<file path="src/rtl/sclg_pkg.sv">
// Shared types for the SCL synchronizing clock generator.
package sclg_pkg;

    // Phase of the generated clock.
    typedef enum logic [1:0] {
        PH_OFF  = 2'd0,   // disabled, line released
        PH_LOW  = 2'd1,   // pulling SCL low, low count running
        PH_WAIT = 2'd2,   // released, line not yet seen high
        PH_HIGH = 2'd3    // released, high count running
    } sclg_phase_e;

endpackage

</file>
<file path="src/rtl/sclg_edge_det.sv">
// Edge strobes of the synchronized SCL level.
// Assumes lvl is already synchronized to clk; an idle line reads high.
module sclg_edge_det (
    input  logic clk,
    input  logic rst_n,
    input  logic en,
    input  logic lvl,
    output logic rise,
    output logic fall
);
    logic lvl_q;

    // Remember the level of the previous cycle (idle high after reset).
    always_ff @(posedge clk) begin
        if (!rst_n) lvl_q <= 1'b1;
        else        lvl_q <= lvl;
    end

    assign rise = rst_n & en &  lvl & ~lvl_q;
    assign fall = rst_n & en & ~lvl &  lvl_q;

    p_strobe_excl_r7: assert property (@(posedge clk) disable iff (!rst_n)
        !(rise && fall));
    p_rise_edge_r7: assert property (@(posedge clk) disable iff (!rst_n)
        rise |-> (lvl && !$past(lvl)));
    p_fall_edge_r7: assert property (@(posedge clk) disable iff (!rst_n)
        fall |-> (!lvl && $past(lvl)));
endmodule

</file>
<file path="src/rtl/sclg_phase_timer.sv">
// Up-counter that times one clock phase.
// Assumes restart is raised in the first cycle of each phase. A period of 0
// is treated as 1. The counter stops once the period has been reached.
module sclg_phase_timer #(
    parameter int CNT_W = 16
) (
    input  logic             clk,
    input  logic             rst_n,
    input  logic             restart,
    input  logic [CNT_W-1:0] period,
    output logic             done
);
    localparam logic [CNT_W-1:0] ONE = {{(CNT_W-1){1'b0}}, 1'b1};

    logic [CNT_W-1:0] cnt;
    logic [CNT_W-1:0] limit;

    assign limit = (period == '0) ? '0 : period - ONE;
    assign done  = (cnt >= limit);

    // Count the cycles spent in the current phase.
    always_ff @(posedge clk) begin
        if (!rst_n || restart) cnt <= '0;
        else if (!done)        cnt <= cnt + ONE;
    end

    p_done_holds_r4: assert property (@(posedge clk) disable iff (!rst_n)
        (done && !restart) |=> (done || !$stable(period) || restart));
endmodule

</file>
<file path="src/rtl/sclg_phase_ctrl.sv">
// Phase sequencer: low, wait for the line to rise, high, then low again.
// Assumes scl_in is synchronized. The low phase ends only when the low
// count is done and no hold is requested. The high phase ends early when
// the line is seen low.
module sclg_phase_ctrl
    import sclg_pkg::*;
(
    input  logic        clk,
    input  logic        rst_n,
    input  logic        en,
    input  logic        scl_in,
    input  logic        hold_low,
    input  logic        low_done,
    input  logic        high_done,
    output sclg_phase_e phase,
    output logic        phase_restart
);
    sclg_phase_e nxt;

    // Next phase from the counters and the observed line level.
    always_comb begin
        nxt = phase;
        if (!en) begin
            nxt = PH_OFF;
        end else begin
            unique case (phase)
                PH_OFF:  nxt = PH_LOW;
                PH_LOW:  if (low_done && !hold_low) nxt = PH_WAIT;
                PH_WAIT: if (scl_in) nxt = PH_HIGH;
                PH_HIGH: if (!scl_in || high_done) nxt = PH_LOW;
                default: nxt = PH_OFF;
            endcase
        end
    end

    // Phase register.
    always_ff @(posedge clk) begin
        if (!rst_n) phase <= PH_OFF;
        else        phase <= nxt;
    end

    assign phase_restart = (nxt != phase) || (phase == PH_OFF);

    p_low_exit_r2: assert property (@(posedge clk) disable iff (!rst_n)
        (phase == PH_WAIT && $past(phase) == PH_LOW) |-> $past(low_done && !hold_low));
    p_wait_for_high_r3: assert property (@(posedge clk) disable iff (!rst_n)
        (phase == PH_HIGH && $past(phase) == PH_WAIT) |-> $past(scl_in));
    p_high_end_r4: assert property (@(posedge clk) disable iff (!rst_n)
        (en && phase == PH_HIGH && high_done) |=> (phase == PH_LOW || phase == PH_OFF));
    p_line_low_ends_high_r5: assert property (@(posedge clk) disable iff (!rst_n)
        (en && phase == PH_HIGH && !scl_in) |=> (phase == PH_LOW || phase == PH_OFF));
endmodule

</file>
<file path="src/rtl/scl_sync_clkgen.sv">
// SCL clock generator for a master on a wired-AND line.
// It times its low phase, releases the line, and waits for the line to read
// high. It then times the high phase, and restarts the low phase early if
// the line drops. Assumes scl_in is the synchronized line level and that the
// period counts change only while en is low.
module scl_sync_clkgen
    import sclg_pkg::*;
#(
    parameter int CNT_W = 16
) (
    input  logic             clk,
    input  logic             rst_n,
    input  logic             en,
    input  logic [CNT_W-1:0] low_cnt,
    input  logic [CNT_W-1:0] high_cnt,
    input  logic             hold_low,
    input  logic             scl_in,
    output logic             scl_drive_low,
    output logic             scl_rise,
    output logic             scl_fall
);
    sclg_phase_e      phase;
    logic             phase_restart;
    logic             cnt_done;
    logic [CNT_W-1:0] cur_period;

    // Select the period of the phase now running.
    assign cur_period = (phase == PH_LOW) ? low_cnt : high_cnt;

    sclg_phase_timer #(.CNT_W(CNT_W)) u_timer (
        .clk     (clk),
        .rst_n   (rst_n),
        .restart (phase_restart),
        .period  (cur_period),
        .done    (cnt_done)
    );

    sclg_phase_ctrl u_ctrl (
        .clk           (clk),
        .rst_n         (rst_n),
        .en            (en),
        .scl_in        (scl_in),
        .hold_low      (hold_low),
        .low_done      (cnt_done),
        .high_done     (cnt_done),
        .phase         (phase),
        .phase_restart (phase_restart)
    );

    sclg_edge_det u_edge (
        .clk   (clk),
        .rst_n (rst_n),
        .en    (en),
        .lvl   (scl_in),
        .rise  (scl_rise),
        .fall  (scl_fall)
    );

    assign scl_drive_low = en && (phase == PH_LOW);

    p_off_released_r1: assert property (@(posedge clk) disable iff (!rst_n)
        !en |-> (!scl_drive_low && !scl_rise && !scl_fall));
    p_hold_keeps_low_r6: assert property (@(posedge clk) disable iff (!rst_n)
        (en && scl_drive_low && hold_low) |=> (scl_drive_low || !en));
endmodule

</file>
<file path="config.mk">
export PLATFORM = sky130hd
export DESIGN_NAME = scl_sync_clkgen
export DESIGN_NICKNAME = d
export VERILOG_FILES = /design/src/rtl/sclg_pkg.sv /design/src/rtl/sclg_edge_det.sv /design/src/rtl/sclg_phase_timer.sv /design/src/rtl/sclg_phase_ctrl.sv /design/src/rtl/scl_sync_clkgen.sv
export SDC_FILE = /design/constraint.sdc
export NUM_CORES = 1
export LEC_CHECK = 0
export BUFFER_PORTS_ARGS = -buffer_cell sky130_fd_sc_hd__buf_2
export CORE_UTILIZATION = 40
export CTS_BUF_LIST = sky130_fd_sc_hd__clkbuf_2 sky130_fd_sc_hd__clkbuf_4 sky130_fd_sc_hd__clkbuf_8
export DETAILED_ROUTE_END_ITERATION = 7
export PLACE_DENSITY = 0.6
export SLEW_MARGIN = 20
export SYNTH_ARGS = -nofsm -noshare
export SYNTH_HDL_FRONTEND = slang
export SYNTH_SLANG_ARGS = --single-unit
</file>
<file path="constraint.sdc">
create_clock -name clk -period 4.3 [get_ports clk]
set_input_delay 0.215 -clock clk [delete_from_list [all_inputs] [get_ports clk]]
set_output_delay 0.215 -clock clk [all_outputs]
set_load 0.01 [all_outputs]
</file>
==> results_dict.tcl <==
set metrics [dict create \
    switching_share 0.2723 \
    syn_area_per_cell_sq_um 7.815 \
    top_usage_layer "met2" \
    p_int_uw 299.8 \
    fmax_mhz 259.3 \
    path_cells "nor2b_1, buf_4, mux2i_1, nand4bb_2, or4_1, nand3_1, o211ai_1, ha_1, a21oi_1, o21bai_1, a211oi_1, and3b_1, a21oi_2, buf_4, nor2_1" \
    holdCritStartpoint "rst_n" \
    n_antenna_cell 0 \
    relSlewSlack 0.7200 \
    die_area_sq_mm 0.005208 \
    net-switching-power_uw 112.2 \
    synth_most_common_cell "nor2_1" \
    wl_mm 4.421 \
    ys_seq_area_frac 0.1931 \
    final_util 0.4826 \
    use_met3 0.02500 \
    antenna_found_initial 0 \
    fin_cells 358 \
    path_buf_inv 2 \
    vias 1858 \
    pwr-share-seq 0.434 \
    drt_iter0_markers 100 \
    synth_cell_type_count 46 \
    r2r_cells 15 \
    grt_pass1_wl_mm 7.693 \
    pre_cts_slack_ns 0.2912 \
    clock_latency_ns 0.25 \
    dpl_cell_area_sq_mm 0.002223 \
    p_per_area_mw_per_mm2 180.7 \
    num_rows 25 \
    h-tree-depth 1 \
    die_x_um 72.17 \
    synth_nets 308 \
    clk_pin_slew_ns 0.07 \
    synth.largest_area_cell "dfxtp_1" \
    clock_power_share 0.312 \
    cts_tree "done" \
    setup_slack_ns 0.4432 \
    r2r_start "u_ctrl.phase[0]" \
    synth_common_cells "nor2_1, nand2_1, dfxtp_1, ha_1" \
    synthArstFlopShare 0 \
    ir_worst_vdd_mv 0.1066 \
    cts_buffers 3 \
    met2_usage 0.3011 \
    overflow 0 \
    post-route-period-util 0.8969 \
    met1_usage 0.2532 \
    crit_fanout 16 \
    cp.depth 15 \
    cpMostUsedCell "buf_4" \
    crit_start "u_ctrl.phase[0]" \
    hpwlAfterDp_mm 3.518 \
    die_h_um 72.17 \
    cap_violations 0 \
    start_kind "flip-flop" \
    synth_area_sq_mm 0.001969 \
    grt_pass1_vias 1700 \
    place_inst 354 \
    port_buffers 39 \
    cts_buffer_depth 2 \
    boundaryPins 40 \
    root_buffer "clkbuf_8" \
    leakage_uw 0.0009637 \
    post_route_cells_drive_above_1_share 0.1856 \
    worstPathRequired_ns 4.49 \
    cp.arrival_ns 4.05 \
    ys_warn_count 0 \
    path_delay_family "simple AND/OR/NAND/NOR gates" \
    worst_pin_slew_ns 0.4084 \
    netlist_instances 252 \
    core_area_sq_mm 0.004723 \
    first_pass_iters 4 \
    setup_tns_ns 0 \
    cts_sinks 19 \
    ys_ff_latch 19 \
    period_minus_slack_ns 3.857 \
    outcome "completed" \
    synth-edff-count 0 \
    grt_max_degree 19 \
    synthFlopType "dfxtp_1" \
    slowest_stage "or4_1" \
    hold_path.class "in -> reg" \
    drc 0 \
    finClkSkew_ns 0.004509 \
    rsz0062_at_grt "no" \
    initial_core_util 0.4170 \
    nets 348 \
    setup_viol 0 \
    gp_congestion 0.8499 \
    postLayoutCellArea_sq_mm 0.002280 \
    viasPerCell 5.190 \
    ant_nets 0 \
    track_usage 0.1826 \
    hold_viol 0 \
    avgRoutedWirePerCell_um 12.35 \
    drv_slew 0 \
    end_kind "flip-flop" \
    critical_path_class "reg -> reg" \
    holdPathStages 2 \
    netlist.area_leader.share 0.1931 \
    synthTopCellsByArea "dfxtp_1, ha_1, mux2i_1" \
    p_comb_frac 0.254 \
    slowest_delay_ns 0.47 \
    syn_to_final_growth_pct 15.76 \
]
kinds of logic (layout without fill, tap and decap cells):
family	Yosys count	after routing	synth area share
buffers and inverters	12	51	0.03939
XOR/XNOR	26	26	0.1156
adder cells (fa/ha/maj)	19	19	0.1207
multiplexers	19	19	0.1029
flip-flops	19	19	0.1931
AO/OA/AOI/OAI	23	23	0.07814
AND/OR/NAND/NOR	134	134	0.3501
sequential cells by signal, summed over array words and instances (netlist names):
signal and count:
u_timer.cnt 16, u_ctrl.phase 2, u_edge.lvl_q 1
cell usage in the layout, fill, tap and decap left out, types with 2 or more instances in the layout:
cell and n:
nand2b_1 3, nor2b_1 3, buf_4 6, xnor2_1 10, nor4b_1 2, nor3_1 7
or2b_1 2, nand2_1 20, clkbuf_8 3, mux2i_1 18, xor2_1 16, a211oi_1 2
ha_1 19, or2_1 2, a21oi_1 6, buf_2 39, nor4_1 4, o211ai_1 2
dfxtp_1 19, nor2_1 43, nand3_1 18, o21a_1 2, nand4_1 9, inv_1 2
nor3b_1 5, and4b_1 2, or3_1 2, o21ai_0 3, and2_1 5
layer usage:
metal,vias to the layer above,wire [um]
met5,-,0
met4,0,25
met3,2,154
met2,38,1901
met1,842,2339
li1,976,-
layout make-up:
type	count	area (sq um)
repair buffers	45	240.2
well taps	67	83.83
inverters	2	7.507
clock buffers	4	48.80
multi-input cells	221	1519
flip-flops and latches	19	380.4
fillers	478	2444
stage by stage:
| stage | hold slack (ns) | total power (uW) |
|---|---|---|
| 2_1_floorplan | 0.2880 | 254.2 |
| 4_1_cts | 0.1502 | 416.6 |
| 3_5_place_dp | 0.4178 | 286.6 |
| 3_3_place_gp | 0.4132 | 286.6 |
| 5_1_grt | 0.1605 | 443.4 |
| 6_report | 0.1530 | 412.0 |
timing repair:
action	4_1_cts	5_1_grt
endpoints found under the hold margin	0	0
resized for setup	0	2
endpoints found under the setup margin	0	18
buffers inserted	0	0
hold buffers	0	0
path summary, 6_finish.rpt:
kind | to | slack, ns
hold / removal | u_edge.lvl_q | 0.15
hold reg to reg | u_ctrl.phase[1] | 0.54
setup reg to reg | u_timer.cnt[3] | 0.44
setup / recovery | u_timer.cnt[3] | 0.44
power by group through the flow:
| stage | clock network [uW] | logic (uW) | registers, uW |
|---|---|---|---|
| floorplan | 0 | 71.5 | 183 |
| global placement | 0 | 104 | 183 |
| detailed placement | 0 | 104 | 183 |
| CTS | 134 | 104 | 179 |
| global route | 145 | 120 | 179 |
| finish | 128 | 105 | 179 |
No activity file was read; power rests on OpenSTA's default activity.
